**src/rtl/vdu_pkg.sv**
```systemverilog
package vdu_pkg;
    localparam int VDU_DATA_W  = 16;
    localparam int VDU_DIV_W   = 3;
    localparam int VDU_MAX_SHF = 4;

    typedef enum logic [1:0] {
        ST_IDLE  = 2'd0,
        ST_COUNT = 2'd1,
        ST_FIRE  = 2'd2
    } vdu_state_e;
endpackage

```
**src/rtl/vdu_delay_calc.sv**
```systemverilog
module vdu_delay_calc #(
    parameter int W       = 16,
    parameter int DIV_W   = 3,
    parameter int MAX_SHF = 4
) (
    input  logic [W-1:0]     period_in,
    input  logic [W-1:0]     offset_in,
    input  logic [DIV_W-1:0] div_sel,
    input  logic             offset_en,
    output logic [W-1:0]     delay_out
);
    localparam logic [DIV_W-1:0] SHF_CAP = DIV_W'(MAX_SHF);

    logic [W-1:0]     shifted [0:MAX_SHF];
    logic [DIV_W-1:0] shf_idx;
    logic [W-1:0]     scaled;
    logic [W-1:0]     addend;
    logic [W:0]       wide_sum;

    for (genvar g = 0; g <= MAX_SHF; g++) begin : g_shift
        assign shifted[g] = period_in >> g;
    end

    assign shf_idx = (div_sel > SHF_CAP) ? SHF_CAP : div_sel;

    always_comb begin
        scaled = shifted[0];
        for (int i = 0; i <= MAX_SHF; i++) begin
            if (shf_idx == DIV_W'(i)) scaled = shifted[i];
        end
    end

    assign addend   = offset_en ? offset_in : '0;
    assign wide_sum = {1'b0, scaled} + {1'b0, addend};
    assign delay_out = wide_sum[W] ? {W{1'b1}} : wide_sum[W-1:0];

    // Saturating add never wraps below either operand
    always_comb begin
        assert_sat_ge_scaled_R5: assert (delay_out >= scaled);
        assert_sat_ge_offset_R5: assert (delay_out >= addend);
    end
endmodule

```
**src/rtl/vdu_down_counter.sv**
```systemverilog
module vdu_down_counter #(
    parameter int W = 16
) (
    input  logic         clk,
    input  logic         rst_n,
    input  logic         load,
    input  logic [W-1:0] load_val,
    input  logic         dec,
    output logic         at_one
);
    logic [W-1:0] cnt_q;

    always_ff @(posedge clk) begin
        if (!rst_n) begin
            cnt_q <= '0;
        end else if (load) begin
            cnt_q <= load_val;
        end else if (dec && cnt_q != '0) begin
            cnt_q <= cnt_q - 1'b1;
        end
    end

    assign at_one = (cnt_q == W'(1));

    // once loaded, the count moves only downward by one per step
    assert_count_steps_R10: assert property (@(posedge clk) disable iff (!rst_n)
        (!load && dec && cnt_q > W'(1)) |=> (cnt_q == $past(cnt_q) - 1'b1));
endmodule

```
**src/rtl/valley_delay_unit.sv**
```systemverilog
module valley_delay_unit
    import vdu_pkg::*;
#(
    parameter int W       = VDU_DATA_W,
    parameter int DIV_W   = VDU_DIV_W,
    parameter int MAX_SHF = VDU_MAX_SHF
) (
    input  logic             clk,
    input  logic             rst_n,
    input  logic             evt_in,
    input  logic [W-1:0]     period_in,
    input  logic [W-1:0]     offset_in,
    input  logic [DIV_W-1:0] div_sel,
    input  logic             offset_en,
    input  logic             hw_dly_en,
    output logic             sync_out
);
    vdu_state_e   state_q, state_d;
    logic [W-1:0] calc_dly;
    logic [W-1:0] eff_dly;
    logic         accept;
    logic         cnt_load;
    logic         cnt_dec;
    logic         cnt_at_one;

    vdu_delay_calc #(
        .W(W), .DIV_W(DIV_W), .MAX_SHF(MAX_SHF)
    ) calc_i (
        .period_in (period_in),
        .offset_in (offset_in),
        .div_sel   (div_sel),
        .offset_en (offset_en),
        .delay_out (calc_dly)
    );

    assign eff_dly = hw_dly_en ? calc_dly : '0;
    assign accept  = (state_q == ST_IDLE) && evt_in;

    vdu_down_counter #(.W(W)) cnt_i (
        .clk      (clk),
        .rst_n    (rst_n),
        .load     (cnt_load),
        .load_val (eff_dly),
        .dec      (cnt_dec),
        .at_one   (cnt_at_one)
    );

    // Next-state logic
    always_comb begin
        state_d = state_q;
        unique case (state_q)
            ST_IDLE: begin
                if (evt_in) begin
                    state_d = (eff_dly == '0) ? ST_FIRE : ST_COUNT;
                end
            end
            ST_COUNT: begin
                if (cnt_at_one) state_d = ST_FIRE;
            end
            ST_FIRE: state_d = ST_IDLE;
            default: state_d = ST_IDLE;
        endcase
    end

    // State register
    always_ff @(posedge clk) begin
        if (!rst_n) state_q <= ST_IDLE;
        else        state_q <= state_d;
    end

    // Outputs and counter controls
    always_comb begin
        cnt_load = 1'b0;
        cnt_dec  = 1'b0;
        sync_out = 1'b0;
        unique case (state_q)
            ST_IDLE:  cnt_load = accept;
            ST_COUNT: cnt_dec  = 1'b1;
            ST_FIRE:  sync_out = 1'b1;
            default: ;
        endcase
    end

    assert_single_pulse_R8: assert property (@(posedge clk) disable iff (!rst_n)
        sync_out |=> !sync_out);

    assert_bypass_next_R6: assert property (@(posedge clk) disable iff (!rst_n)
        (state_q == ST_IDLE && evt_in && !hw_dly_en) |=> sync_out);

    assert_zero_next_R7: assert property (@(posedge clk) disable iff (!rst_n)
        (state_q == ST_IDLE && evt_in && calc_dly == '0) |=> sync_out);

    assert_busy_ignores_R9: assert property (@(posedge clk) disable iff (!rst_n)
        (state_q == ST_FIRE && evt_in) |=> (state_q == ST_IDLE));

    assert_count_holds_R9: assert property (@(posedge clk) disable iff (!rst_n)
        (state_q == ST_COUNT && !cnt_at_one) |=> (state_q == ST_COUNT));

    assert_reset_quiet_R1: assert property (@(posedge clk)
        !rst_n |=> !sync_out);
endmodule

```
**config.mk**
```make
export PLATFORM = sky130hd
export DESIGN_NAME = valley_delay_unit
export DESIGN_NICKNAME = d
export VERILOG_FILES = /design/src/rtl/vdu_pkg.sv /design/src/rtl/vdu_delay_calc.sv /design/src/rtl/vdu_down_counter.sv /design/src/rtl/valley_delay_unit.sv
export SDC_FILE = /design/constraint.sdc
export NUM_CORES = 1
export LEC_CHECK = 0
export BUFFER_PORTS_ARGS = -buffer_cell sky130_fd_sc_hd__buf_2
export CORE_MARGIN = 2
export CORE_UTILIZATION = 45
export DETAILED_ROUTE_END_ITERATION = 10
export PLACE_DENSITY_LB_ADDON = 0.1
export SYNTH_ARGS = -nofsm -noshare
export SYNTH_HDL_FRONTEND = slang
export SYNTH_SLANG_ARGS = --single-unit
```
**constraint.sdc**
```tcl
create_clock -name clk -period 4.9 [get_ports clk]
set_input_delay 0.98 -clock clk [delete_from_list [all_inputs] [get_ports clk]]
set_output_delay 0.98 -clock clk [all_outputs]
set_load 0.02 [all_outputs]
```
==> impl_metrics.json, run 1 <==
{
  "ir_drop_v": 0.000189,
  "drv_cap": 0,
  "crit_path_end_kind": "flip-flop",
  "h-tree-depth": 1,
  "io_pins": 41,
  "synth-edff-count": 0,
  "cts_made_buffers": 3,
  "ant_nets": 0,
  "grt_util_met3_pct": 1.24,
  "initial_core_util_pct": 47.1,
  "final_cell_area_um2": 2900,
  "place_area_um2": 2860,
  "cts_root_buffer": "clkbuf_8",
  "worstSetupPathType": "in -> reg",
  "globalRouteOverflowTotal": 0,
  "crit_arrival_ps": 4400,
  "core_area_um2": 5570,
  "grt_pass1_vias": 2448,
  "vias": 2582,
  "yosysUniqueCellTypes": 61,
  "grt_use_total_pct": 20.6,
  "fmax_mhz": 235,
  "worst_hold_slack_ps": 500,
  "tightestPinTransition_ps": 739,
  "grt_pass1_wl_mm": 11.0,
  "crit_path_max_fanout": 18,
  "crit_buf_inv": 1,
  "busiest_layer": "met2",
  "insertion_delay_ps": 260,
  "drive_gt1_share_pct": 20.7,
  "post_cts_buffers": 0,
  "hold_buffers": 0,
  "yosys-top-cells-area": "dfxtp_1 14%, ha_1 9.1%, nand2_1 6.3%",
  "synth_warnings": 0,
  "setup_tns_ps": 0,
  "drt-initial-drc-count": 92,
  "post-route-period-util_pct": 86.8,
  "finalPower_uw": 768,
  "drt-total-wl_mm": 6.36,
  "area_delta_synth_final_pct": 10.3,
  "die_h_um": 80.4,
  "wl_per_cell_um": 14.3,
  "hpwl_mm": 5.05,
  "skew_ps": 2.33,
  "antenna_found_initial": 0,
  "required_ps": 5050,
  "firstDrtPassIters": 5,
  "hp-class": "reg -> reg",
  "leakagePower_nw": 1.22,
  "antenna_cells": 0,
  "power_density_nw_per_um2": 265,
  "gp_congestion": 0.847,
  "syn_inst": 342,
  "cts_resized": 0,
  "crit_slowest_cell": "a222oi_1",
  "synth_nets": 402,
  "synth_largest_area_cell": "dfxtp_1",
  "cts_tree": "yes",
  "relSlewSlack_pct": 50.1,
  "yosys_most_used_dff": "dfxtp_1",
  "grt_util_met2_pct": 35.8,
  "dieArea_um2": 6460,
  "synth_top_area_share_pct": 13.7,
  "slew_viol_final": 0,
  "status": "finished, final reports clean",
  "avgViaCountPerCell": 5.82,
  "final_nets": 434,
  "synth.avg_cell_area_um2": 7.68,
  "die_x_um": 80.4,
  "cts_sinks": 18,
  "synth_async_sr_flop_share_pct": 0,
  "multi_input_area_um2": 2170,
  "rows": 27,
  "grt_max_degree": 19,
  "clk_pin_slew_worst_paths_ps": 70,
  "io_buffers": 40,
  "hold_viol_final": 0,
  "clk_path_buf_depth": 2,
  "path_delay_family": "compound AO/OA/AOI/OAI gates",
  "rsz0062_at_grt": "false",
  "drc": 0,
  "critPathMaxStageDelay_ps": 400,
  "critPathLaunchType": "primary input",
  "setup_violations": 0,
  "grtUsageMet1_pct": 27.5,
  "ys_ff_latch": 18,
  "crit_chain": "buf_2 > nor2_1 > a222oi_1 > nand2_1 > mux2_2 > ha_1 > a211oi_2 > o211a_1 > nor3_1 > or3_4 > a41oi_2 > xnor2_1 > o31a_1 > o221a_1",
  "fin_crit_ps": 4250,
  "ys_seq_area_share_pct": 13.7,
  "fillers": 576,
  "ff_latch_area_um2": 360,
  "netlist_area_um2": 2630
}
-- routing by layer --
layer,share of wire [%],vias up
li1,-,1349
met1,48,1175
met2,48,51
met3,3.3,7
met4,1.2,0
met5,0,-
-- cell usage after synthesis, drive strengths merged (3+ instances only) --
library cell / count
and2: 17
mux4: 3
nand3: 8
nor3: 9
a21o: 4
a21oi: 30
nor2b: 7
a31oi: 4
inv: 8
xnor2: 13
ha: 19
o21ai: 20
buf: 3
dfxtp: 18
nand2b: 4
o21bai: 3
xor2: 7
mux2i: 3
a211oi: 11
o211ai: 7
nor4: 8
a222oi: 9
nand2: 44
mux2: 12
nand4: 3
o31ai: 4
clkbuf: 11
nor2: 26
-- stage by stage --
step                      setup slack [ps]  utilization, %  instances
after global routing                   310            52.0        444
after CTS                              653            52.0        444
after global placement                 494            51.2        441
final                                  646            52.0        444
after detailed placement               397            51.2        441
after floorplan                        744               -        342
-- registers in the layout, summed over array words and instances, names as in the netlist --
name,count
state_q,2
cnt_i.cnt_q,16
-- path summary, 6_finish.rpt --
path	from	end	slack [ps]	depth (start not counted)
worst max-delay path	div_sel[2]	state_q[0]	650	14
worst min-delay path	state_q[0]	state_q[1]	500	2
worst max register to register	cnt_i.cnt_q[8]	cnt_i.cnt_q[11]	2300	8
worst min register to register	state_q[0]	state_q[1]	500	2
-- worst register-to-register path: cells and delay by family, from the launching register on --
family           cells  cell delay, ps
XOR/XNOR             1             150
AND/OR/NAND/NOR      5            1270
AO/OA/AOI/OAI        2             680
flip-flops           1             410
-- where the power goes --
group | switching, mW | internal (mW) | leakage (nW)
clock network | 0.0502 | 0.0547 | 0.0216
logic | 0.256 | 0.197 | 1.05
registers | 0.0366 | 0.174 | 0.148
total | 0.343 | 0.426 | 1.22
-- cell usage in the layout, fill, tap and decap left out, types with 2 or more instances in the layout --
master,instances
ha_1,19
a31oi_1,4
nor3_1,9
nand4b_1,2
o21a_1,2
a21oi_1,30
or3_4,2
nand2b_1,4
nand4_1,3
nand2_1,44
o21bai_1,3
nand3_1,7
nor2_1,25
a222oi_1,9
dfxtp_1,18
o21ai_1,8
o211ai_1,6
a21o_1,4
a211oi_1,9
o31ai_1,2
nor4_1,6
buf_2,40
clkbuf_8,3
inv_1,8
mux4_2,3
mux2_2,12
xor2_1,7
a211oi_2,2
nor4b_1,2
nor2b_1,7
o21ai_0,11
mux2i_1,3
and2_1,17
nor3b_1,2
xnor2_1,13
-- area by class of cell --
| class | count | area share, % |
|---|---|---|
| Tap cell | 72 | 3.11 |
| Sequential cell | 18 | 12.4 |
| Inverter | 8 | 1.04 |
| Multi-Input combinational cell | 302 | 74.8 |
| Clock buffer | 3 | 1.42 |
| Timing Repair Buffer | 41 | 7.17 |
-- cells by family (layout without fill, tap and decap cells) --
kind of cell               Yosys count  count (layout)  synth area share [%]
AOI/OAI and AO/OA                  106             106                  29.2
muxes                               18              18                  8.86
DFF                                 18              18                  13.7
xor gates and xnor gates            20              20                  6.67
and+or+nand+nor                    138             138                  28.1
buffers and inverters               22              52                  3.72
adders and majority gates           20              20                  9.81
(Power assumes the default switching activity.)
==> run 2, diff against run 1 <==
- CORE_ASPECT_RATIO: default -> 1.1
==> impl_metrics.json, run 2 (same netlist as run 1, synthesis figures left out) <==
{
  "status": "finished, final reports clean",
  "slew_viol_final": 0,
  "clkPwrFrac_pct": 15.8,
  "r2r_end": "cnt_i.cnt_q[11]",
  "antenna_found_initial": 0,
  "reg2reg_depth": 8,
  "crit_slowest_cell": "a222oi_1",
  "leakagePower_nw": 1.23,
  "core_area_um2": 5700,
  "grt_pass1_wl_mm": 11.0,
  "reg.largest.list": "cnt_i.cnt_q: 16 flops, state_q: 2 flops",
  "post_cts_buffers": 0,
  "worst_slack_ps": 711,
  "cts_root_buffer": "clkbuf_8",
  "dieArea_um2": 6460,
  "io_pins": 41,
  "setup_violations": 0,
  "wl_per_cell_um": 14.2,
  "skew_ps": 2.55,
  "required_ps": 5050,
  "h-tree-depth": 1,
  "p_comb_share_pct": 57.5,
  "drc": 0,
  "final_nets": 434,
  "hold_buffers": 0,
  "relSlewSlack_pct": 52.1,
  "firstDrtPassIters": 4,
  "crit_chain": "buf_2 > nor2_1 > a222oi_1 > nand2_1 > mux2_2 > ha_1 > a211oi_2 > o211a_1 > nor3_1 > or3_4 > a41oi_2 > xnor2_1 > o31a_1 > o221a_1",
  "ir_drop_v": 0.000122,
  "fin_util_pct": 51.2,
  "grt_max_degree": 19,
  "drive_gt1_share_pct": 20.9,
  "critPathMaxStageDelay_ps": 400,
  "post-route-period-util_pct": 85.5,
  "fin_crit_ps": 4190,
  "grt_pass1_vias": 2460,
  "crit_arrival_ps": 4340,
  "initial_core_util_pct": 46.1,
  "die_h_um": 84.1,
  "hpwl_mm": 5.16,
  "whs_endpoint": "state_q[1]",
  "setup_tns_ps": 0,
  "clk_path_buf_depth": 2,
  "layout_commonest_cell": "nand2_1",
  "globalRouteOverflowTotal": 0,
  "drt-initial-drc-count": 124,
  "whs_path_depth": 2,
  "io_buffers": 40,
  "vias": 2623,
  "cts_resized": 0,
  "ant_nets": 0,
  "gp_congestion": 0.825,
  "place_ws_ps": 469,
  "top_register": "cnt_i.cnt_q",
  "worstHoldStart": "state_q[0]",
  "avgViaCountPerCell": 5.83,
  "cts_sinks": 18,
  "crit_path_max_fanout": 18,
  "insertion_delay_ps": 260,
  "grt_use_total_pct": 20.1,
  "rsz0062_at_grt": "false",
  "die_x_um": 76.8,
  "final_cell_mix": "44 x nand2_1, 40 x buf_2, 30 x a21oi_1",
  "fmax_mhz": 239,
  "cts_tree": "yes",
  "area_delta_synth_final_pct": 11.1,
  "finalPower_uw": 791,
  "clk_pin_slew_worst_paths_ps": 70,
  "p_sw_uw": 349,
  "power_frac_seq_pct": 26.7,
  "drv_cap": 0,
  "rows": 29,
  "rr_startpoint": "cnt_i.cnt_q[8]",
  "critPathLaunchType": "primary input",
  "hold_viol_final": 0,
  "drt-total-wl_mm": 6.40,
  "antenna_cells": 0,
  "cts_made_buffers": 3,
  "tightestPinTransition_ps": 709,
  "crit_path_end_kind": "flip-flop",
  "hp-class": "reg -> reg",
  "largest_reg_flops": 16,
  "power_density_nw_per_um2": 271,
  "p_int_uw": 442,
  "r2r_slack_ps": 2290,
  "switching_share_pct": 44.1,
  "worstSetupPathType": "in -> reg"
}
-- run 2: worst max path at each step --
| stage | start | end | slack [ps] | cells after the start |
|---|---|---|---|---|
| after global placement | div_sel[2] | state_q[0] | 480 | 14 |
| after CTS | div_sel[2] | state_q[0] | 710 | 13 |
| final | div_sel[2] | state_q[0] | 710 | 14 |
| after global routing | div_sel[2] | state_q[0] | 400 | 13 |
| after floorplan | div_sel[0] | state_q[0] | 740 | 12 |
| after detailed placement | div_sel[2] | state_q[0] | 470 | 14 |
-- run 2: per-layer routing --
metal	vias to the layer above	GRT usage, %	share of wire [%]
met4	0	6.45	1.9
li1	1354	-	-
met1	1193	25.3	45
met5	-	0	0
met2	65	36.0	50
met3	11	1.52	3.4
-- run 2: layout make-up --
| class | instances | area (um2) |
|---|---|---|
| well taps | 77 | 96.3 |
| clock buffers | 4 | 55.1 |
| flip-flops and latches | 18 | 360 |
| multi-input cells | 302 | 2170 |
| fillers | 594 | 2780 |
| repair buffers | 41 | 208 |
| inverters | 8 | 30.0 |
-- run 2: through the flow --
| stage | hold WS [ps] | instance area [um2] | std cells |
|---|---|---|---|
| finish | 498 | 2920 | 450 |
| global route | 527 | 2920 | 450 |
| CTS | 497 | 2920 | 450 |
| floorplan | 469 | 2630 | 342 |
| detailed placement | 487 | 2860 | 446 |
| global placement | 490 | 2860 | 446 |
-- run 2: power groups by stage --
stage	logic (mW)	clock network [mW]	registers (mW)
after global placement	0.447	0	0.213
final	0.455	0.125	0.211
after global routing	0.514	0.132	0.216
after detailed placement	0.450	0	0.214
after floorplan	0.373	0	0.203
after CTS	0.454	0.127	0.211
-- run 2: worst max-delay path, delay by kind of cell --
family	cells	cell delay, ps
AO/OA/AOI/OAI	6	1660
XOR/XNOR	1	100
adder cells (fa/ha/maj)	1	300
multiplexers	1	290
AND/OR/NAND/NOR	4	710
buffers and inverters	1	300
==> run 3, diff against run 2 <==
- CORE_MARGIN: 2 -> 3
- SETUP_SLACK_MARGIN: default -> 0.1
==> impl_metrics.json, run 3 (same netlist as run 1, synthesis figures left out) <==
{
  "skew_ps": 3.95,
  "grt_use_total_pct": 19.1,
  "hpwl_mm": 5.07,
  "h-tree-depth": 1,
  "antenna_cells": 0,
  "power_frac_seq_pct": 27.5,
  "power_density_nw_per_um2": 264,
  "dieArea_um2": 6790,
  "clk_path_buf_depth": 2,
  "cts_resized": 0,
  "leakagePower_nw": 1.22,
  "required_ps": 5050,
  "antenna_found_initial": 0,
  "largest_reg_flops": 16,
  "grt_util_met2_pct": 35.8,
  "drv_cap": 0,
  "busiest_layer": "met2",
  "p_int_uw": 425,
  "switching_share_pct": 44.5,
  "cts_made_buffers": 3,
  "grtUsageMet1_pct": 23.7,
  "drt-total-wl_mm": 6.18,
  "crit_path_max_fanout": 18,
  "critPathLaunchType": "primary input",
  "avgViaCountPerCell": 5.80,
  "top_register": "cnt_i.cnt_q",
  "grt_pass1_wl_mm": 11.0,
  "hold_buffers": 0,
  "status": "finished, final reports clean",
  "grt_max_degree": 19,
  "slew_viol_final": 0,
  "die_x_um": 78.8,
  "firstDrtPassIters": 4,
  "wl_per_cell_um": 13.8,
  "area_delta_synth_final_pct": 10.5,
  "fmax_mhz": 236,
  "relSlewSlack_pct": 47.4,
  "core_area_um2": 5500,
  "insertion_delay_ps": 250,
  "globalRouteOverflowTotal": 0,
  "hp-class": "reg -> reg",
  "gp_congestion": 0.830,
  "cts_root_buffer": "clkbuf_8",
  "initial_core_util_pct": 47.7,
  "post_cts_buffers": 0,
  "hold_viol_final": 0,
  "drt-initial-drc-count": 93,
  "setup_tns_ps": 0,
  "cts_sinks": 18,
  "crit_arrival_ps": 4380,
  "p_sw_uw": 340,
  "worstSetupPathType": "in -> reg",
  "rows": 28,
  "grt_util_met3_pct": 1.58,
  "post-route-period-util_pct": 86.3,
  "ir_drop_v": 0.000147,
  "ant_nets": 0,
  "cts_tree": "yes",
  "layout_commonest_cell": "nand2_1",
  "crit_path_end_kind": "flip-flop",
  "p_comb_share_pct": 58.9,
  "final_cell_mix": "44 x nand2_1, 40 x buf_2, 30 x a21oi_1",
  "grt_pass1_vias": 2553,
  "rsz0062_at_grt": "false",
  "tightestPinTransition_ps": 779,
  "die_h_um": 86.1,
  "clkPwrFrac_pct": 13.6,
  "worst_hold_slack_ps": 498,
  "final_nets": 434,
  "io_pins": 41,
  "fin_crit_ps": 4230,
  "setup_violations": 0,
  "clk_pin_slew_worst_paths_ps": 70,
  "io_buffers": 40,
  "drive_gt1_share_pct": 20.7,
  "drc": 0,
  "vias": 2591,
  "reg.largest.list": "cnt_i.cnt_q: 16 flops, state_q: 2 flops"
}
==> run 3: power groups by stage <==
stage | Clock (mW) | Sequential, mW | Combinational (mW)
after floorplan | 0 | 0.203 | 0.373
final | 0.104 | 0.210 | 0.451
after detailed placement | 0 | 0.213 | 0.448
after CTS | 0.106 | 0.210 | 0.452
after global placement | 0 | 0.213 | 0.445
after global routing | 0.114 | 0.215 | 0.510
==> run 3: cell type report <==
cell class | count | area, um2
Inverter | 8 | 30.0
Tap cell | 75 | 93.8
Multi-Input combinational cell | 302 | 2170
Sequential cell | 18 | 360
Timing Repair Buffer | 41 | 208
Clock buffer | 3 | 41.3
Fill cell | 573 | 2600
==> run 3: path summary, 6_finish.rpt <==
path,endpoint,from,cells past startpoint,slack [ps]
setup / recovery,state_q[0],div_sel[2],13,670
hold / removal,state_q[1],state_q[0],2,500
setup reg to reg,cnt_i.cnt_q[11],cnt_i.cnt_q[8],8,2290
hold reg to reg,state_q[1],state_q[0],2,500
==> run 3: worst max-delay path: stages <==
cell and delay, ps:
buf_2 300, nor2_1 230, a222oi_1 360, nand2_1 90, mux2_2 280, ha_1 320
a211oi_1 270, a21oi_1 130, o21ai_1 160, a31oi_1 150, o311ai_0 690, nand4b_1 170
o221a_1 240
==> run 3: per-stage QoR <==
stage	area [um2]	utilization, %	setup slack [ps]	power, mW	instances
after floorplan	2630	-	744	0.575	342
after global placement	2860	52.0	473	0.659	444
after detailed placement	2860	52.0	407	0.662	444
after CTS	2900	52.8	645	0.768	447
after global routing	2900	52.8	221	0.839	447
final	2900	52.8	670	0.766	447
==> run 3: per-layer routing <==
| layer | share of wire (%) | up-vias |
|---|---|---|
| met1 | 46 | 1179 |
| met2 | 49 | 54 |
| met5 | 0 | - |
| met4 | 1.0 | 0 |
| met3 | 3.5 | 6 |
| li1 | - | 1352 |
